<file path="config.mk">
export PLATFORM = sky130hd
export DESIGN_NAME = sdram_init_seq
export DESIGN_NICKNAME = d
export VERILOG_FILES = /design/src/rtl/sdram_init_pkg.sv /design/src/rtl/sdram_init_timer.sv /design/src/rtl/sdram_init_refcnt.sv /design/src/rtl/sdram_init_seq.sv
export SDC_FILE = /design/constraint.sdc
export NUM_CORES = 1
export LEC_CHECK = 0
export ABC_CLOCK_PERIOD_IN_PS = 4200
export BUFFER_PORTS_ARGS = -buffer_cell sky130_fd_sc_hd__buf_4
export CELL_PAD_IN_SITES_DETAIL_PLACEMENT = 2
export CELL_PAD_IN_SITES_GLOBAL_PLACEMENT = 2
export CORE_ASPECT_RATIO = 1.25
export CORE_MARGIN = 2
export CORE_UTILIZATION = 34
export DETAILED_ROUTE_END_ITERATION = 12
export PLACE_DENSITY = 0.95
export SYNTH_ARGS = -nofsm -noshare
export SYNTH_HDL_FRONTEND = slang
export SYNTH_HIERARCHICAL = 1
export SYNTH_SLANG_ARGS = --single-unit
</file>
<file path="constraint.sdc">
create_clock -name clk_i -period 4.2 [get_ports clk_i]
set_input_delay 0.42 -clock clk_i [delete_from_list [all_inputs] [get_ports clk_i]]
set_output_delay 0.42 -clock clk_i [all_outputs]
set_load 0.02 [all_outputs]
</file>
<file path="src/rtl/sdram_init_pkg.sv">
package sdram_init_pkg;

   typedef enum logic [2:0] {
      CMD_MRS  = 3'b000,
      CMD_REF  = 3'b001,
      CMD_PALL = 3'b010,
      CMD_NOP  = 3'b111
   } sdram_cmd_e;

   typedef enum logic [2:0] {
      ST_WAIT,
      ST_PALL,
      ST_TRP,
      ST_REF,
      ST_TRFC,
      ST_MRS,
      ST_TMRD,
      ST_DONE
   } seq_state_e;

endpackage

</file>
<file path="src/rtl/sdram_init_timer.sv">
module sdram_init_timer #(
   parameter int CNT_W   = 14,
   parameter int RST_VAL = 9999
) (
   input  logic             clk_i,
   input  logic             rst_ni,
   input  logic             load_i,
   input  logic [CNT_W-1:0] load_val_i,
   output logic             zero_o
);

   logic [CNT_W-1:0] count_q;

   always_ff @(posedge clk_i or negedge rst_ni) begin
      if (!rst_ni)
         count_q <= CNT_W'(RST_VAL);
      else if (load_i)
         count_q <= load_val_i;
      else if (count_q != '0)
         count_q <= count_q - 1'b1;
   end

   assign zero_o = (count_q == '0);

endmodule

</file>
<file path="src/rtl/sdram_init_refcnt.sv">
module sdram_init_refcnt #(
   parameter int REF_COUNT = 8
) (
   input  logic clk_i,
   input  logic rst_ni,
   input  logic inc_i,
   output logic all_issued_o
);

   localparam int RC_W = $clog2(REF_COUNT + 1);

   logic [RC_W-1:0] cnt_q;

   always_ff @(posedge clk_i or negedge rst_ni) begin
      if (!rst_ni)
         cnt_q <= '0;
      else if (inc_i)
         cnt_q <= cnt_q + 1'b1;
   end

   assign all_issued_o = (cnt_q == RC_W'(REF_COUNT));

   // no refresh beyond the programmed count
   assert_ref_bound_R5: assert property (@(posedge clk_i) disable iff (!rst_ni)
      all_issued_o |-> !inc_i);

endmodule

</file>
<file path="src/rtl/sdram_init_seq.sv">
module sdram_init_seq
   import sdram_init_pkg::*;
#(
   parameter int ADDR_W    = 13,
   parameter int DQM_W     = 2,
   parameter int AP_BIT    = 10,
   parameter int WAIT_CYC  = 10000,
   parameter int TRP_CYC   = 3,
   parameter int TRFC_CYC  = 7,
   parameter int TMRD_CYC  = 2,
   parameter int REF_COUNT = 8
) (
   input  logic              clk_i,
   input  logic              rst_ni,
   input  logic [ADDR_W-1:0] mode_value_i,
   output logic [2:0]        cmd_o,
   output logic [ADDR_W-1:0] addr_o,
   output logic              cke_o,
   output logic [DQM_W-1:0]  dqm_o,
   output logic              init_done_o
);

   localparam int MAX_GAP  = (TRFC_CYC > TRP_CYC) ?
                             ((TRFC_CYC > TMRD_CYC) ? TRFC_CYC : TMRD_CYC) :
                             ((TRP_CYC  > TMRD_CYC) ? TRP_CYC  : TMRD_CYC);
   localparam int MAX_CYC  = (WAIT_CYC > MAX_GAP) ? WAIT_CYC : MAX_GAP;
   localparam int TW       = $clog2(MAX_CYC + 1);

   generate
      if (REF_COUNT < 8) begin : g_chk_refs
         $error("REF_COUNT must be at least 8");
      end
      if (TRP_CYC < 2 || TRFC_CYC < 2 || TMRD_CYC < 2) begin : g_chk_gaps
         $error("TRP_CYC, TRFC_CYC and TMRD_CYC must each be at least 2");
      end
      if (WAIT_CYC < 1) begin : g_chk_wait
         $error("WAIT_CYC must be at least 1");
      end
      if (AP_BIT >= ADDR_W) begin : g_chk_ap
         $error("AP_BIT must lie inside the address bus");
      end
   endgenerate

   seq_state_e    state_q, state_d;
   logic          tmr_load;
   logic [TW-1:0] tmr_val;
   logic          tmr_zero;
   logic          ref_inc;
   logic          refs_all;

   sdram_init_timer #(
      .CNT_W   (TW),
      .RST_VAL (WAIT_CYC - 1)
   ) u_timer (
      .clk_i      (clk_i),
      .rst_ni     (rst_ni),
      .load_i     (tmr_load),
      .load_val_i (tmr_val),
      .zero_o     (tmr_zero)
   );

   sdram_init_refcnt #(
      .REF_COUNT (REF_COUNT)
   ) u_refcnt (
      .clk_i        (clk_i),
      .rst_ni       (rst_ni),
      .inc_i        (ref_inc),
      .all_issued_o (refs_all)
   );

   always_ff @(posedge clk_i or negedge rst_ni) begin
      if (!rst_ni)
         state_q <= ST_WAIT;
      else
         state_q <= state_d;
   end

   always_comb begin
      state_d  = state_q;
      tmr_load = 1'b0;
      tmr_val  = '0;
      ref_inc  = 1'b0;
      unique case (state_q)
         ST_WAIT: if (tmr_zero) state_d = ST_PALL;
         ST_PALL: begin
            tmr_load = 1'b1;
            tmr_val  = TW'(TRP_CYC - 2);
            state_d  = ST_TRP;
         end
         ST_TRP:  if (tmr_zero) state_d = ST_REF;
         ST_REF: begin
            tmr_load = 1'b1;
            tmr_val  = TW'(TRFC_CYC - 2);
            ref_inc  = 1'b1;
            state_d  = ST_TRFC;
         end
         ST_TRFC: if (tmr_zero) state_d = refs_all ? ST_MRS : ST_REF;
         ST_MRS: begin
            tmr_load = 1'b1;
            tmr_val  = TW'(TMRD_CYC - 2);
            state_d  = ST_TMRD;
         end
         ST_TMRD: if (tmr_zero) state_d = ST_DONE;
         ST_DONE: state_d = ST_DONE;
         default: state_d = ST_WAIT;
      endcase
   end

   always_comb begin
      cmd_o  = CMD_NOP;
      addr_o = '0;
      unique case (state_q)
         ST_PALL: begin
            cmd_o          = CMD_PALL;
            addr_o[AP_BIT] = 1'b1;
         end
         ST_REF:  cmd_o = CMD_REF;
         ST_MRS: begin
            cmd_o  = CMD_MRS;
            addr_o = mode_value_i;
         end
         default: cmd_o = CMD_NOP;
      endcase
   end

   assign cke_o       = 1'b1;
   assign dqm_o       = '1;
   assign init_done_o = (state_q == ST_DONE);

   // a timed command never occupies two cycles in a row
   assert_single_cycle_cmd_R8: assert property (@(posedge clk_i) disable iff (!rst_ni)
      (cmd_o != CMD_NOP) |=> (cmd_o == CMD_NOP));

   // the mode load waits for the full refresh count
   assert_mrs_after_refs_R6: assert property (@(posedge clk_i) disable iff (!rst_ni)
      (cmd_o == CMD_MRS) |-> refs_all);

   // completion is sticky
   assert_done_sticky_R7: assert property (@(posedge clk_i) disable iff (!rst_ni)
      init_done_o |=> init_done_o);

   // nothing but NOP once complete
   assert_quiet_after_done_R7: assert property (@(posedge clk_i) disable iff (!rst_ni)
      init_done_o |-> (cmd_o == CMD_NOP));

   // a refresh is always preceded by a NOP gap
   assert_gap_before_ref_R4: assert property (@(posedge clk_i) disable iff (!rst_ni)
      (cmd_o == CMD_REF) |-> $past(cmd_o) == CMD_NOP);

endmodule

</file>
-- Word-level counts from Yosys, hierarchy flattened
Index checks and enable logic that the tools add are counted.
- register bits: 21
- input bits: 15
- output and inout bits: 20
- add/subtract/negate cells: 2
- equal/unequal tests: 12
- mux-type cells: 15
- reduce and logical (&&, ||, !) cells: 6
- operators with widths (cell ; number):
    $mux 14 ; 2
    $pmux 3 s8 ; 1
    $mux 3 ; 5
    $logic_not 14->1 ; 1
    $reduce_bool 14->1 ; 1
    $sub 14x1->14 const B ; 1
    $eq 3x3->1 const B ; 4
    $mux 10 ; 1
    $pmux 3 s3 ; 1
    $ne 2x2->1 const B ; 4
    $eq 3x2->1 const B ; 2
    $pmux 3 s2 ; 1
    $add 4x1->4 const B ; 1
    $eq 4x4->1 const B ; 1
    $reduce_and 4->1 ; 1
    $eq 3x1->1 const B ; 1
    $logic_not 3->1 ; 1
    $reduce_or 3->1 ; 1
    $mux 1 ; 2
    $mux 2 ; 1
    $pmux 1 s2 ; 1
    $reduce_bool 2->1 ; 1

-- Depth between registers and ports, before layout
- word-level depth: 4
- mapped depth: 7
- depth with buffers taken out: 6

-- Hierarchy
Netlist, hierarchy kept.
- by module, submodules not included (module ; instances ; cells each ; area each (um^2) ; sequential area each (um^2)):
    sdram_init_timer ; 1 ; 77 ; 835.8 ; 360.3
    sdram_init_seq ; 1 ; 45 ; 331.6 ; 75.1
    sdram_init_refcnt ; 1 ; 17 ; 185.2 ; 100.1

-- Worst setup path before layout
No wires, ideal clock.
- path kind: register to register
- start point: register u_timer.count_q[0]
- end point: register u_timer.count_q[11]
- arrival time: 1.590 ns
- path slack: 2.544 ns
- cell stages (with the launch flop): 8
- period minus slack after synthesis: 1.656 ns
- cell sequence: dfstp_2 inv_1 ha_1 nor3b_4 and4_1 buf_4 nor2_2 a22o_1
- word-level cells in the longest chain between the ends: 3
- elaborated cells on any way between the ends: 5
- classes of those cells: add/sub (1); mux (2); reduce/logical (2)
- RTL lines (what ; line ; text):
    start, declared ; sdram_init_timer.sv:12 ; logic [CNT_W-1:0] count_q;
    start signal, assigned ; sdram_init_timer.sv:16 ; count_q <= CNT_W'(RST_VAL);
    start signal, assigned ; sdram_init_timer.sv:18 ; count_q <= load_val_i;
    start signal, assigned ; sdram_init_timer.sv:20 ; count_q <= count_q - 1'b1;
    $sub 14x1->14 ; sdram_init_timer.sv:20 ;
    $mux 14 ; sdram_init_timer.sv:19 ; else if (count_q != '0)
    $mux 14 ; sdram_init_timer.sv:17 ; else if (load_i)
Several ways; a longest one is shown, not always the timed one. The select of a mux whose other input is x is not followed.
A chain may end at the register's enable or synchronous reset.

-- Worst setup path after layout
- start point: register u_timer.count_q[0]
- end point: register u_timer.count_q[5]
The elaborated chain is that of the path after synthesis.

==> run_results.csv <==
group,metric,value,unit
min_path,hold_path_class,"in2async",
worst_setup_path,startpoint_type,"flop",
drt,finalWirelength,4030,um
clock_tree,root_buffer,"clkbuf_8",
synth,syn_inst,139,
worst_setup_path,crit_arrival,2.22,ns
timing,skew,0.00192,ns
worst_setup_path,path_buf_inv,1,
pwr,peakVddDrop,0.000154,V
synth,synth_top_cell_by_area,"dfrtp_1",
clock_tree,cts.sinks,21,
synth,synth_area_leaders,"dfrtp_1 24%, dfstp_2 16%, xnor2_1 7.8%, and2_1 5.6%, a22o_1 4.5%",
clock_tree,cts_resized,0,
finish,fillers,427,
synth,synth-edff-count,0,
finish,nNetsFinal,197,
clock_tree,cts_tree,"built",
clock_tree,cts_buffers,3,
timing,tightest_slew,0.728,ns
synth,synth.yosys.warnings,6,
drt,ant_nets,0,
drt,drc,0,
pwr,power_density,210,mW/mm^2
synth,synth_xor_area_frac,0.0907,
timing,max_freq,482,MHz
global_routing,grt_pass1_wl,6410,um
finish,drive_gt1_frac,0.287,
timing,setup-violations-final,0,
flow_run,drv_cap,0,
clock_tree,clk_pin_slew,0.08,ns
finish,diodes,0,
synth,synth.distinct_cells,43,
worst_setup_path,crit_chain,"inv_1 > ha_1 > nor3b_4 > and4_1 > nor2_2 > a22o_1",
global_routing,grt_antenna_before_repair,0,
global_routing,grt_max_degree,25,
drt,drt_pass1_iterations,4,
floorplanning,placementRows,25,
clock_tree,htreeDepth,1,
worst_setup_path,crit_path_top_delay_cell,"and4_1",
synth,synth_compound_area_frac,0.136,
worst_setup_path,max_stage_delay,0.56,ns
global_routing,grt_use_total,0.198,
synth,synthAdderAreaFrac,0.0278,
synth,synth.yosys.seq_area_share,0.396,
drt,vias,1150,
clock_tree,clkLatencyLatePin,0.26,ns
floorplanning,io_pins,35,
outcome,status,"completed",
timing,min_period,2.07,ns
timing,rsz0062_at_grt,"false",
timing,setup_tns,0,ns
place,io_buffers,31,
clock_tree,cts_buffer_depth,2,
worst_setup_path,crit_required,4.35,ns
drt,vias_per_cell,4.96,
clock_tree,cts_setup_buffers,0,
worst_setup_path,crit_family,"simple AND/OR/NAND/NOR gates",
floorplanning,fp.dieH,74.5,um
floorplanning,core,0.00378,sq mm
clock_tree,hold_buffers,0,
place,post-place-ws,2.16,ns
timing,finalMaxSlewViolations,0,
worst_setup_path,path_max_fanout,10,
global_routing,grt_pass1_vias,1331,
floorplanning,start_util,0.357,
timing,fin_crit_sh,0.494,
synth,syn_area,0.00135,sq mm
synth,synth_top_family_by_area,"simple AND/OR/NAND/NOR gates",
synth,synth_ff_type,"dfrtp_1",
floorplanning,dieArea,0.00450,sq mm
place,place_hpwl,3120,um
synth,ys_async_sr_fraction,1.00,
timing,hold_viol,0,
synth,synth_mux_area_frac,0,
synth,synth.avg_cell_area,9.73,sq um
worst_setup_path,critical_path_depth,6,
drt,drt_iter0_markers,11,
synth,ys_ff_latch,21,
floorplanning,dieWidth,60.4,um
finish,area_delta_synth_final,24.5,%
timing,fin_ws,2.13,ns
worst_setup_path,end_kind,"flop",
place,gp_congestion,0.763,
finish,utilization,0.445,
synth,synth_top_area_share,0.241,
synth,synth_simple_gate_area_frac,0.273,
worst_setup_path,critPathKind,"reg2reg",
drt,routedWlPerCell,17.3,um
timing,slew_headroom,0.510,
pwr,power.leakage,0.763,nW
global_routing,gr-total-overflow,0,
worst_setup_path,r2r_cells,6,
state kept, by name (all words and copies together), names as in the netlist:
signal / flops
u_refcnt/cnt_q: 4
state_q: 3
u_timer/count_q: 14
logic make-up after synthesis:
| kind of cell | after synthesis |
|---|---|
| fa+ha+maj | 3 |
| compound gates | 24 |
| simple gates | 58 |
| buf+inv | 17 |
| xor+xnor | 14 |
| other cells | 2 |
| flops | 21 |
synth_stat cells, types with 2 or more instances:
cell type / n
dfrtp_1: 13
o31ai_1: 4
nor2_1: 7
and2_1: 12
buf_4: 4
buf_2: 2
ha_1: 3
conb_1: 2
nand2b_1: 2
a22o_1: 7
a21oi_1: 5
buf_6: 2
nor4_2: 2
nand4_1: 2
nor2b_1: 3
clkbuf_1: 2
nand2_1: 12
xor2_1: 2
xnor2_1: 12
nand3_1: 2
nand3b_1: 2
dfstp_2: 8
inv_1: 7
and3b_1: 3
worst register-to-register path, stage by stage, from the launching register on:
cell and delay [ns]:
dfstp_2 0.39, inv_1 0.09, ha_1 0.20, nor3b_4 0.34, and4_1 0.56, nor2_2 0.16
a22o_1 0.22
per-layer routing:
| metal | GRT usage | part of all wire |
|---|---|---|
| met5 | 0 | 0 |
| met3 | 0.0261 | 0.047 |
| met1 | 0.176 | 0.34 |
| met2 | 0.419 | 0.60 |
| met4 | 0.0821 | 0.020 |
report_power, final:
part	switching, mW	internal (mW)	total [mW]
combinational	0.00944	0.00823	0.0177
clock	0.0662	0.0675	0.134
sequential	0	0.202	0.202
area by class of cell:
class / instances / area (sq um) / share of cell area
multi-input cells: 114 / 769 / 0.457
flip-flops and latches: 21 / 536 / 0.318
repair buffers: 32 / 240 / 0.143
well taps: 54 / 67.6 / 0.0401
clock buffers: 4 / 45.0 / 0.0267
inverters: 7 / 26.3 / 0.0156
through the flow:
| stage | hold slack (ns) | cell area (sq um) | std cells | power (mW) |
|---|---|---|---|---|
| 2_1_floorplan | 0.124 | 1400 | 152 | 0.212 |
| 3_3_place_gp | 0.313 | 1640 | 228 | 0.223 |
| 3_5_place_dp | 0.321 | 1640 | 228 | 0.223 |
| 4_1_cts | 0.0360 | 1680 | 232 | 0.358 |
| 5_1_grt | 0.0443 | 1680 | 232 | 0.366 |
| 6_report | 0.0352 | 1680 | 232 | 0.354 |
cell usage in the layout, fill, tap and decap left out, drive strengths merged, types with 2 or more instances in the layout:
cell type	count
dfstp	8
nor3	3
ha	3
nor4	3
o31ai	4
nand3	2
dfrtp	13
a22o	7
a21oi	5
xnor2	12
conb	15
o21ai	2
and3b	3
nand2b	2
nand2	12
nor2b	3
buf	32
clkbuf	4
and2	12
nor2	8
inv	7
xor2	2
nor3b	2
nand3b	2
nand4	2
worst paths after layout:
path | start | endpoint | slack [ns]
worst min-delay path | rst_ni | u_timer/count_q[5]$_DFFE_PN0P_ | 0.04
max in group asynchronous | rst_ni | u_timer/count_q[10]$_DFFE_PN1P_ | 3.89
worst min register to register | u_refcnt/cnt_q[3]$_DFFE_PN0P_ | u_refcnt/cnt_q[3]$_DFFE_PN0P_ | 0.48
worst max-delay path | u_timer/count_q[0]$_DFFE_PN1P_ | u_timer/count_q[5]$_DFFE_PN0P_ | 2.13
min in group clk_i | u_refcnt/cnt_q[3]$_DFFE_PN0P_ | u_refcnt/cnt_q[3]$_DFFE_PN0P_ | 0.48
worst max register to register | u_timer/count_q[0]$_DFFE_PN1P_ | u_timer/count_q[5]$_DFFE_PN0P_ | 2.13
Power figures use the tool's default switching activity.
